### src/rtl/wbuf_pkg.sv
package wbuf_pkg;
   // Kind of fill currently occupying the queue
   typedef enum logic [0:0] {
      FILL_SINGLE = 1'b0,
      FILL_LINE   = 1'b1
   } fill_kind_e;
endpackage

### src/rtl/wbuf_store.sv
module wbuf_store #(
   parameter int ADDR_W = 40,
   parameter int DATA_W = 64,
   parameter int DEPTH  = 4,
   localparam int PTR_W = $clog2(DEPTH),
   localparam int OFF_W = $clog2(DATA_W / 8)
) (
   input  logic                    clk,
   input  logic                    rst_n,
   input  logic                    single_we,
   input  logic                    line_we,
   input  logic [PTR_W-1:0]        wr_ptr,
   input  logic [PTR_W-1:0]        rd_ptr,
   input  logic [ADDR_W-1:0]       in_addr,
   input  logic [DATA_W-1:0]       in_data,
   input  logic [DEPTH*DATA_W-1:0] in_line_data,
   output logic [ADDR_W-1:0]       head_addr,
   output logic [DATA_W-1:0]       head_data
);
   logic [ADDR_W-1:0] slot_addr [DEPTH];
   logic [DATA_W-1:0] slot_data [DEPTH];

   for (genvar k = 0; k < DEPTH; k++) begin : g_slot
      logic [PTR_W-1:0]  slot_id;
      logic [PTR_W-1:0]  beat;
      logic [ADDR_W-1:0] a_q;
      logic [DATA_W-1:0] d_q;

      assign slot_id = PTR_W'(k);
      // beat index of this slot relative to where the line starts
      assign beat    = slot_id - wr_ptr;

      always_ff @(posedge clk or negedge rst_n) begin
         if (!rst_n) begin
            a_q <= '0;
            d_q <= '0;
         end else if (line_we) begin
            a_q <= in_addr + (ADDR_W'(beat) << OFF_W);
            d_q <= in_line_data[int'(beat)*DATA_W +: DATA_W];
         end else if (single_we && (wr_ptr == slot_id)) begin
            a_q <= in_addr;
            d_q <= in_data;
         end
      end

      assign slot_addr[k] = a_q;
      assign slot_data[k] = d_q;
   end

   assign head_addr = slot_addr[rd_ptr];
   assign head_data = slot_data[rd_ptr];
endmodule

### src/rtl/wbuf_ctrl.sv
module wbuf_ctrl
   import wbuf_pkg::*;
#(
   parameter int DEPTH  = 4,
   localparam int PTR_W = $clog2(DEPTH),
   localparam int CNT_W = PTR_W + 1
) (
   input  logic             clk,
   input  logic             rst_n,
   input  logic             in_valid,
   input  logic             in_is_line,
   input  logic             bus_accept,
   output logic             in_ready,
   output logic             single_we,
   output logic             line_we,
   output logic             bus_valid,
   output logic             buf_empty,
   output logic [PTR_W-1:0] wr_ptr,
   output logic [PTR_W-1:0] rd_ptr
);
   logic [CNT_W-1:0] count_q;
   fill_kind_e       kind_q;
   logic             deq;

   assign buf_empty = (count_q == '0);
   assign bus_valid = !buf_empty;
   assign in_ready  = (kind_q == FILL_SINGLE) &&
                      (in_is_line ? buf_empty : (count_q != CNT_W'(DEPTH)));
   assign single_we = in_valid && !in_is_line && in_ready;
   assign line_we   = in_valid &&  in_is_line && in_ready;
   assign deq       = bus_valid && bus_accept;

   always_ff @(posedge clk or negedge rst_n) begin
      if (!rst_n) begin
         count_q <= '0;
         wr_ptr  <= '0;
         rd_ptr  <= '0;
         kind_q  <= FILL_SINGLE;
      end else begin
         if (line_we) begin
            // queue is empty here, so no drain can coincide
            count_q <= CNT_W'(DEPTH);
            kind_q  <= FILL_LINE;
         end else begin
            count_q <= count_q + CNT_W'(single_we) - CNT_W'(deq);
            if (deq && (count_q == CNT_W'(1)))
               kind_q <= FILL_SINGLE;
         end
         if (single_we) wr_ptr <= wr_ptr + 1'b1;
         if (deq)       rd_ptr <= rd_ptr + 1'b1;
      end
   end
endmodule

### src/rtl/wbuf_top.sv
module wbuf_top #(
   parameter int ADDR_W = 40,
   parameter int DATA_W = 64,
   parameter int DEPTH  = 4
) (
   input  logic                    clk,
   input  logic                    rst_n,
   input  logic                    in_valid,
   input  logic                    in_is_line,
   input  logic [ADDR_W-1:0]       in_addr,
   input  logic [DATA_W-1:0]       in_data,
   input  logic [DEPTH*DATA_W-1:0] in_line_data,
   output logic                    in_ready,
   output logic                    bus_valid,
   output logic [ADDR_W-1:0]       bus_addr,
   output logic [DATA_W-1:0]       bus_data,
   input  logic                    bus_accept,
   output logic                    buf_empty
);
   localparam int PTR_W = $clog2(DEPTH);

   if (DEPTH < 2 || (DEPTH & (DEPTH - 1)) != 0) begin : g_bad_depth
      $error("wbuf_top: DEPTH must be a power of two, at least 2");
   end
   if (DATA_W < 8 || (DATA_W & (DATA_W - 1)) != 0) begin : g_bad_data
      $error("wbuf_top: DATA_W must be a power of two number of bits, at least 8");
   end
   if (ADDR_W <= $clog2(DEPTH * DATA_W / 8)) begin : g_bad_addr
      $error("wbuf_top: ADDR_W too narrow for one line");
   end

   logic             single_we;
   logic             line_we;
   logic [PTR_W-1:0] wr_ptr;
   logic [PTR_W-1:0] rd_ptr;

   wbuf_ctrl #(.DEPTH(DEPTH)) u_ctrl (
      .clk        (clk),
      .rst_n      (rst_n),
      .in_valid   (in_valid),
      .in_is_line (in_is_line),
      .bus_accept (bus_accept),
      .in_ready   (in_ready),
      .single_we  (single_we),
      .line_we    (line_we),
      .bus_valid  (bus_valid),
      .buf_empty  (buf_empty),
      .wr_ptr     (wr_ptr),
      .rd_ptr     (rd_ptr)
   );

   wbuf_store #(.ADDR_W(ADDR_W), .DATA_W(DATA_W), .DEPTH(DEPTH)) u_store (
      .clk          (clk),
      .rst_n        (rst_n),
      .single_we    (single_we),
      .line_we      (line_we),
      .wr_ptr       (wr_ptr),
      .rd_ptr       (rd_ptr),
      .in_addr      (in_addr),
      .in_data      (in_data),
      .in_line_data (in_line_data),
      .head_addr    (bus_addr),
      .head_data    (bus_data)
   );
endmodule

### config.mk
export PLATFORM = sky130hd
export DESIGN_NAME = wbuf_top
export DESIGN_NICKNAME = d
export VERILOG_FILES = /design/src/rtl/wbuf_pkg.sv /design/src/rtl/wbuf_store.sv /design/src/rtl/wbuf_ctrl.sv /design/src/rtl/wbuf_top.sv
export SDC_FILE = /design/constraint.sdc
export NUM_CORES = 1
export LEC_CHECK = 0
export BUFFER_PORTS_ARGS = -buffer_cell sky130_fd_sc_hd__buf_2
export CORE_ASPECT_RATIO = 0.6
export CORE_MARGIN = 3
export CORE_UTILIZATION = 40
export DETAILED_ROUTE_END_ITERATION = 7
export GPL_TIMING_DRIVEN = 0
export PLACE_DENSITY = 0.59
export SYNTH_ARGS = -nofsm -noshare
export SYNTH_HDL_FRONTEND = slang
export SYNTH_HIERARCHICAL = 1
export SYNTH_SLANG_ARGS = --single-unit
### constraint.sdc
create_clock -name clk -period 6.7 [get_ports clk]
set_input_delay 0.335 -clock clk [delete_from_list [all_inputs] [get_ports clk]]
set_output_delay 0.335 -clock clk [all_outputs]
set_load 0.02 [all_outputs]
==> results of run 1 <==
## power breakdown
part | total, mW | switching [mW] | internal, mW
Sequential | 4.37 | 0.657 | 3.71
Combinational | 9.46 | 5.54 | 3.91
Clock | 2.84 | 1.18 | 1.66
Total | 16.7 | 7.38 | 9.29
## tightest hold or removal path, delay by kind of cell
family                 cells  cell delay, ns
buffers and inverters      1            0.14
AND/OR/NAND/NOR            2            0.13
## Yosys cell counts, types with 16 or more instances
cell	number
dfrtp_1	424
buf_2	37
xnor2_1	16
o21ai_0	314
buf_1	32
clkbuf_1	213
or4_1	63
nand3_1	36
o31ai_1	51
nand2_1	378
or3_1	26
nand4_1	41
inv_1	16
nor2_1	95
a21oi_1	265
o211ai_1	27
nor2b_1	66
a31oi_1	78
mux4_2	360
## sequential cells by signal, indices dropped and copies added (netlist names)
name and flops:
u_ctrl/kind_q 1, u_store/g_slot.d_q 256, u_ctrl/count_q 3, u_ctrl/rd_ptr 2, u_store/g_slot.a_q 160, u_ctrl/wr_ptr 2
## placed cells by master (no fill, tap or decap), types with 6 or more instances in the layout
cell,Yosys,final
a21oi_1,265,265
o21ai_0,314,314
nand2_1,378,378
nor3_1,11,11
a31oi_1,78,78
or4_1,63,63
o311ai_0,14,14
a21o_1,6,6
o31ai_1,51,51
inv_1,16,16
or3_1,26,26
xor2_1,13,13
clkbuf_8,0,14
nand3_1,36,36
xnor2_1,16,16
buf_1,32,30
clkbuf_1,213,213
buf_2,37,498
nor4_1,9,9
nand4_1,41,41
clkbuf_16,0,48
o211ai_1,27,27
clkinv_2,1,11
and4_1,10,10
nor2_1,95,95
diode_2,0,33
mux4_2,360,360
dfrtp_1,424,424
ha_1,12,12
nor2b_1,66,66
nand2b_1,6,6
## final cells by class
| class | instances | share of cell area (%) |
|---|---|---|
| inverter | 17 | 0.191 |
| multi-input combinational | 1961 | 49.3 |
| clock inverter | 21 | 0.755 |
| clock buffer | 66 | 4.15 |
| tap | 924 | 3.40 |
| sequential | 424 | 31.2 |
| timing repair buffer | 468 | 7.18 |
| antenna | 33 | 0.243 |
| buffer | 290 | 3.52 |
## kinds of logic (layout without fill, tap and decap cells)
logic type / count (synthesis) / after routing / share of synthesized area [%]
DFF: 424 / 424 / 37.1
AOI/OAI and AO/OA: 785 / 785 / 15.3
and+or+nand+nor: 768 / 768 / 13.1
xor gates and xnor gates: 29 / 29 / 0.887
buffers and inverters: 308 / 862 / 4.37
other: 0 / 33 / 0
muxes: 362 / 362 / 28.4
adders and majority gates: 17 / 17 / 0.874
## worst paths after layout
path,slack [ns],cells past startpoint,to,startpoint
worst max-delay path,0.28,16,u_store/g_slot[2].a_q[33],u_ctrl/wr_ptr[0]
worst min-delay path,0.05,3,u_ctrl/count_q[2],in_is_line
worst max register to register,0.28,16,u_store/g_slot[2].a_q[33],u_ctrl/wr_ptr[0]
worst min register to register,0.47,2,u_store/g_slot[2].a_q[2],u_store/g_slot[2].a_q[2]
max in group asynchronous,4.72,4,u_store/g_slot[3].d_q[10],rst_n
min in group asynchronous,0.30,2,u_store/g_slot[1].d_q[40],rst_n
## repair_timing
action / in CTS / in global routing
endpoints found under the hold margin: 109 / 0
hold buffers: 4 / 0
cloned: 0 / 0
setup endpoints to repair: 19 / 7
resized for setup: 5 / 2
## layer usage
layer / global-route usage (%) / vias to the layer above / wire [µm]
met2: 46.9 / 2216 / 53400
met3: 12.0 / 282 / 19400
met4: 11.9 / 26 / 4210
li1: - / 11445 / -
met5: 1.08 / - / 279
met1: 50.3 / 14418 / 53000
==> run_results.csv, run 1 <==
group,metric,value,unit
worst_hold_path,hold_path.class,"input pin to flip-flop",
clocking,clkSinkCount,424,
synthesis,synth-edff-count,0,
layout,n_fill_cell,6558,
layout,area_growth,18.7,%
setup_path,critical_path.cell_chain,"clkbuf_1 -> clkbuf_2 -> buf_2 -> buf_2 -> inv_1 -> ha_1 -> clkdlybuf4s15_2 -> buf_2 -> inv_1 -> fa_1 -> and4_1 -> nand2_1 -> clkbuf_1 -> clkbuf_2 -> o31ai_1 -> a31oi_1",
setup_path,end_kind,"flip-flop",
clocking,cts_buffers,47,
clocking,clkSlewWorstSetupHoldPaths,0.06,ns
grt,grt_overflow_total,0,
timing,fin_setup_tns,0,ns
placed_design,port_buffers,461,
route,viasPerCell,6.75,
die,boundaryPins,472,
synthesis,synth_top_area_cell,"dfrtp_1",
placed_design,dp.cells,4081,
setup_path,slowest_delay,0.62,ns
grt,track_usage,34.3,%
placed_design,pre_cts_ws,-0.759,ns
synthesis,syn_nets,3075,
setup_path,cp_common_cell,"buf_2",
timing,setup_violations,0,
die,fp.dieW,351,µm
route,num_vias,28387,
setup_path,crit_buf_inv,10,
synthesis,yosysTopAreaCellShare,37.1,%
setup_path,cp_max_fo,10,
timing,drv_slew,0,
timing,period_minus_slack,6.42,ns
timing,fmax,156,MHz
timing,hold_viol_final,0,
synthesis,synth_area_leaders,"dfrtp_1 37%, mux4_2 28%, o21ai_0 5.5%",
grt,grt_pass1_vias,27759,
grt,grt_pass1_wl,188000,µm
layout,multi_input_comb_area,16800,µm²
layout,fin_area,34000,µm²
route,drtPass1Iterations,7,
setup_path,worstSetupPathType,"flip-flop to flip-flop",
placed_design,placed_area,32200,µm²
clocking,cts_setup_buffers,0,
placed_design,dp_hpwl,99000,µm
timing,setup_ws,0.284,ns
route,wire_per_inst,31.0,µm
timing,slew_headroom,4.48,%
die,fp.dieArea,74900,µm²
layout,final_cell_count_no_fill,4204,
synthesis,async_reset_ff_share,100,%
power,power,16.7,mW
clocking,root_buffer,"clkbuf_16",
outcome,status,"finished clean",
setup_path,crit_required,7.23,ns
timing,rsz0062_at_grt,"false",
synthesis,synth-seq-cells,424,
synthesis,synthDistinctLibCells,60,
layout,drive_gt1_share,29.9,%
synthesis,syn_area_per_cell,10.6,µm²
timing,fin_skew,0.0378,ns
die,start_util,40.7,%
timing,hold_slack,0.0471,ns
route,drc,0,
timing,final.period_utilization,95.8,%
placed_design,place_congestion,0.989,
setup_path,cp_slowest_cell,"dfrtp_1",
die,chipHeight,213,µm
synthesis,synthCells,2693,
setup_path,startpoint_type,"flip-flop",
route,drt_iter0_drc,3809,
layout,nets,3591,
power,vdd_drop_max,0.217,mV
power,power_leakage,13.8,nW
route,wl,130000,µm
timing,worst_pin_slew,1.43,ns
clocking,clk_latency,0.63,ns
synthesis,yosys_warnings,6,
clocking,cts_max_path_buffers,3,
synthesis,yosysSeqAreaShare,37.1,%
synthesis,synthFlopType,"dfrtp_1",
layout,final_core_util,48.3,%
grt,grt_max_degree,125,
clocking,ctsHtreeMaxLevel,2,
route,ant_nets,0,
clocking,cts_tree,"yes",
power,powerDensity,491,nW/µm²
setup_path,cp_top_family,"buffers and inverters",
grt,antenna_found_initial,47,
layout,seqCellArea,10600,µm²
flow_run,maxCapViolations,0,
setup_path,arrival,6.94,ns
die,num_rows,75,
synthesis,syn_area,28600,µm²
die,core-area,70400,µm²
Note: power is estimated with default switching activity, not from simulation.
==> run 2: changes to the inputs <==
Settings changed: CORE_ASPECT_RATIO 0.6 to not set.
==> run 2 against run 1 <==
Register-to-register slack lost 0.11 ns. Sequential share of layout area is essentially flat. Utilization is essentially flat. Setup slack lost 0.11 ns. Count of clock-buffer cells in the layout grew 5. Global-route usage shrank 1.5 points. Design area grew 0.12%. Sequential power is essentially flat. Total power shrank 0.95%. Largest cell class unchanged. Largest power group unchanged.
==> run_results.csv, run 2 (same netlist as run 1, synthesis figures left out) <==
group,metric,value,unit
grt,grtUsageMet2,50.5,%
grt,grtUsageMet3,10.0,%
timing,worst_pin_slew,1.37,ns
setup_path,crit_buf_inv,9,
setup_path,r2r-start,"u_ctrl/wr_ptr[1]",
grt,grt_pass1_vias,27409,
setup_path,cp_common_cell,"clkbuf_1",
setup_path,cp_slowest_cell,"dfrtp_1",
setup_path,critical_path.cell_chain,"buf_2 -> clkbuf_1 -> clkbuf_2 -> inv_1 -> ha_1 -> clkbuf_2 -> clkdlybuf4s15_2 -> inv_1 -> fa_1 -> and4_1 -> nand2_1 -> clkbuf_1 -> clkbuf_1 -> o31ai_1 -> a31oi_1",
timing,fin_setup_tns,0,ns
clocking,clkSinkCount,424,
die,core-area,70500,µm²
clocking,clk_latency,0.62,ns
flow_run,maxCapViolations,0,
setup_path,cp-startpoint,"u_ctrl/wr_ptr[1]",
clocking,cts_max_path_buffers,3,
timing,period_minus_slack,6.52,ns
setup_path,r2r_slack,0.18,ns
setup_path,slowest_delay,0.65,ns
layout,regMostFlops,"u_store/g_slot.d_q",
setup_path,cp.depth,15,
setup_path,r2r_end,"u_store/g_slot[2].a_q[31]",
power,power_leakage,13.8,nW
grt,antenna_found_initial,48,
setup_path,worstSetupPathType,"flip-flop to flip-flop",
setup_path,cp-endpoint,"u_store/g_slot[2].a_q[31]",
setup_path,crit_required,7.20,ns
clocking,ctsHtreeMaxLevel,2,
placed_design,dp.cells,4098,
layout,drive_gt1_share,29.8,%
grt,grt_overflow_total,0,
timing,hold_slack,0.0543,ns
setup_path,startpoint_type,"flip-flop",
timing,fmax,153,MHz
clocking,root_buffer,"clkbuf_16",
die,fp.dieArea,74800,µm²
power,vdd_drop_max,0.238,mV
timing,fin_skew,0.0341,ns
layout,n_fill_cell,6549,
clocking,clkSlewWorstSetupHoldPaths,0.06,ns
route,wl,125000,µm
placed_design,place_congestion,0.991,
worst_hold_path,hold_path.class,"input pin to flip-flop",
grt,grt_max_degree,119,
route,ant_nets,0,
setup_path,r2r_cells,15,
clocking,cts_buffers,50,
timing,final.period_utilization,97.4,%
grt,met1_usage,42.7,%
placed_design,port_buffers,461,
grt,grt_pass1_wl,183000,µm
layout,mostFrequentLayoutCell,"buf_2",
die,boundaryPins,472,
setup_path,arrival,7.03,ns
timing,rsz0062_at_grt,"false",
layout,mostFrequentLayoutCells,"497 x buf_2, 424 x dfrtp_1, 378 x nand2_1",
layout,largest_register_ffs,256,
timing,drv_slew,0,
timing,setup_violations,0,
route,viasPerCell,6.55,
die,num_rows,97,
route,drt_iter0_drc,3399,
timing,hold_viol_final,0,
route,num_vias,27620,
outcome,status,"finished clean",
route,drc,0,
clocking,cts_tree,"yes",
layout,nets,3596,
die,fp.dieW,274,µm
setup_path,cp_top_family,"buffers and inverters",
die,chipHeight,274,µm
layout,area_growth,18.8,%
placed_design,dp_hpwl,93600,µm
setup_path,end_kind,"flip-flop",
layout,final_cell_count_no_fill,4216,
route,drtPass1Iterations,5,
route,wire_per_inst,29.5,µm
die,start_util,40.6,%
grt,track_usage,32.8,%
grt,grt.busiest_layer,"met2",
layout,largestRegisters,"u_store/g_slot.d_q (256), u_store/g_slot.a_q (160), u_ctrl/count_q (3)",
setup_path,cp_max_fo,10,
power,powerDensity,485,nW/µm²
timing,slew_headroom,8.82,%
==> run 2: changes by cell type in the layout (fill, tap and decap cells not counted), sizes merged <==
| cell | before | now |
|---|---|---|
| clkbuf | 280 | 287 |
| clkinvlp | 3 | 2 |
| inv | 17 | 16 |
| bufinv | 5 | 4 |
| clkinv | 13 | 12 |
| diode | 33 | 26 |
==> run 2: routing by layer <==
metal,vias to the layer above,part of all wire (%)
li1,11427,-
met1,13840,37
met2,1963,46
met3,352,12
met4,38,4.6
met5,-,0.21
==> run 2: cell type report <==
cell class / instances / area [µm²] / area share [%]
Tap cell: 940 / 1180 / 3.46
Inverter: 17 / 65.1 / 0.191
Clock buffer: 71 / 1460 / 4.30
Buffer: 291 / 1200 / 3.52
Clock inverter: 17 / 213 / 0.625
Timing Repair Buffer: 469 / 2470 / 7.25
Sequential cell: 424 / 10600 / 31.2
Multi-Input combinational cell: 1961 / 16800 / 49.3
Antenna cell: 26 / 65.1 / 0.191
==> run 2: worst min path at each step <==
stage / start / end / slack, ns / cells after the start
global placement: u_store/g_slot[0].a_q[1] / u_store/g_slot[0].a_q[1] / 0.45 / 2
global route: bus_accept / u_ctrl/rd_ptr[1] / 0.06 / 3
CTS: bus_accept / u_ctrl/rd_ptr[1] / 0.03 / 3
floorplan: rst_n / u_ctrl/count_q[0] / 0.04 / 0
finish: bus_accept / u_ctrl/rd_ptr[1] / 0.05 / 3
detailed placement: rst_n / u_store/g_slot[0].a_q[26] / 0.23 / 1
==> run 2: through the flow <==
step | worst slack (ns) | total power, mW | utilization, % | area [µm²]
finish | 0.178 | 16.5 | 48.2 | 34000
global route | 0.0596 | 17.3 | 48.2 | 34000
CTS | 0.110 | 16.4 | 48.1 | 34000
detailed placement | -0.580 | 13.6 | 45.7 | 32200
global placement | -3.24 | 13.4 | 45.5 | 32100
floorplan | 2.36 | 10.4 | - | 28600
==> run 2: power by group <==
part           leakage, nW  internal, mW  total, mW  switching [mW]
Sequential            5.24          3.71       4.35           0.634
Clock                0.824          1.67       2.80            1.14
Combinational         7.74          3.92       9.36            5.44
Total                 13.8          9.30       16.5            7.22
==> run 2: worst register-to-register path, stage by stage (launching register included) <==
cell and delay, ns:
dfrtp_1 0.65, buf_2 0.45, clkbuf_1 0.63, clkbuf_2 0.49, inv_1 0.22, ha_1 0.52, clkbuf_2 0.43, clkdlybuf4s15_2 0.61
inv_1 0.17, fa_1 0.52, and4_1 0.31, nand2_1 0.15, clkbuf_1 0.42, clkbuf_1 0.53, o31ai_1 0.13, a31oi_1 0.22
==> run 2: timing repair <==
item                                    4_1_cts  5_1_grt
gates resized for setup                       4        2
buffers inserted                              0        0
endpoints found under the hold margin        47        0
endpoints found under the setup margin       10        7
hold buffers                                  4        0
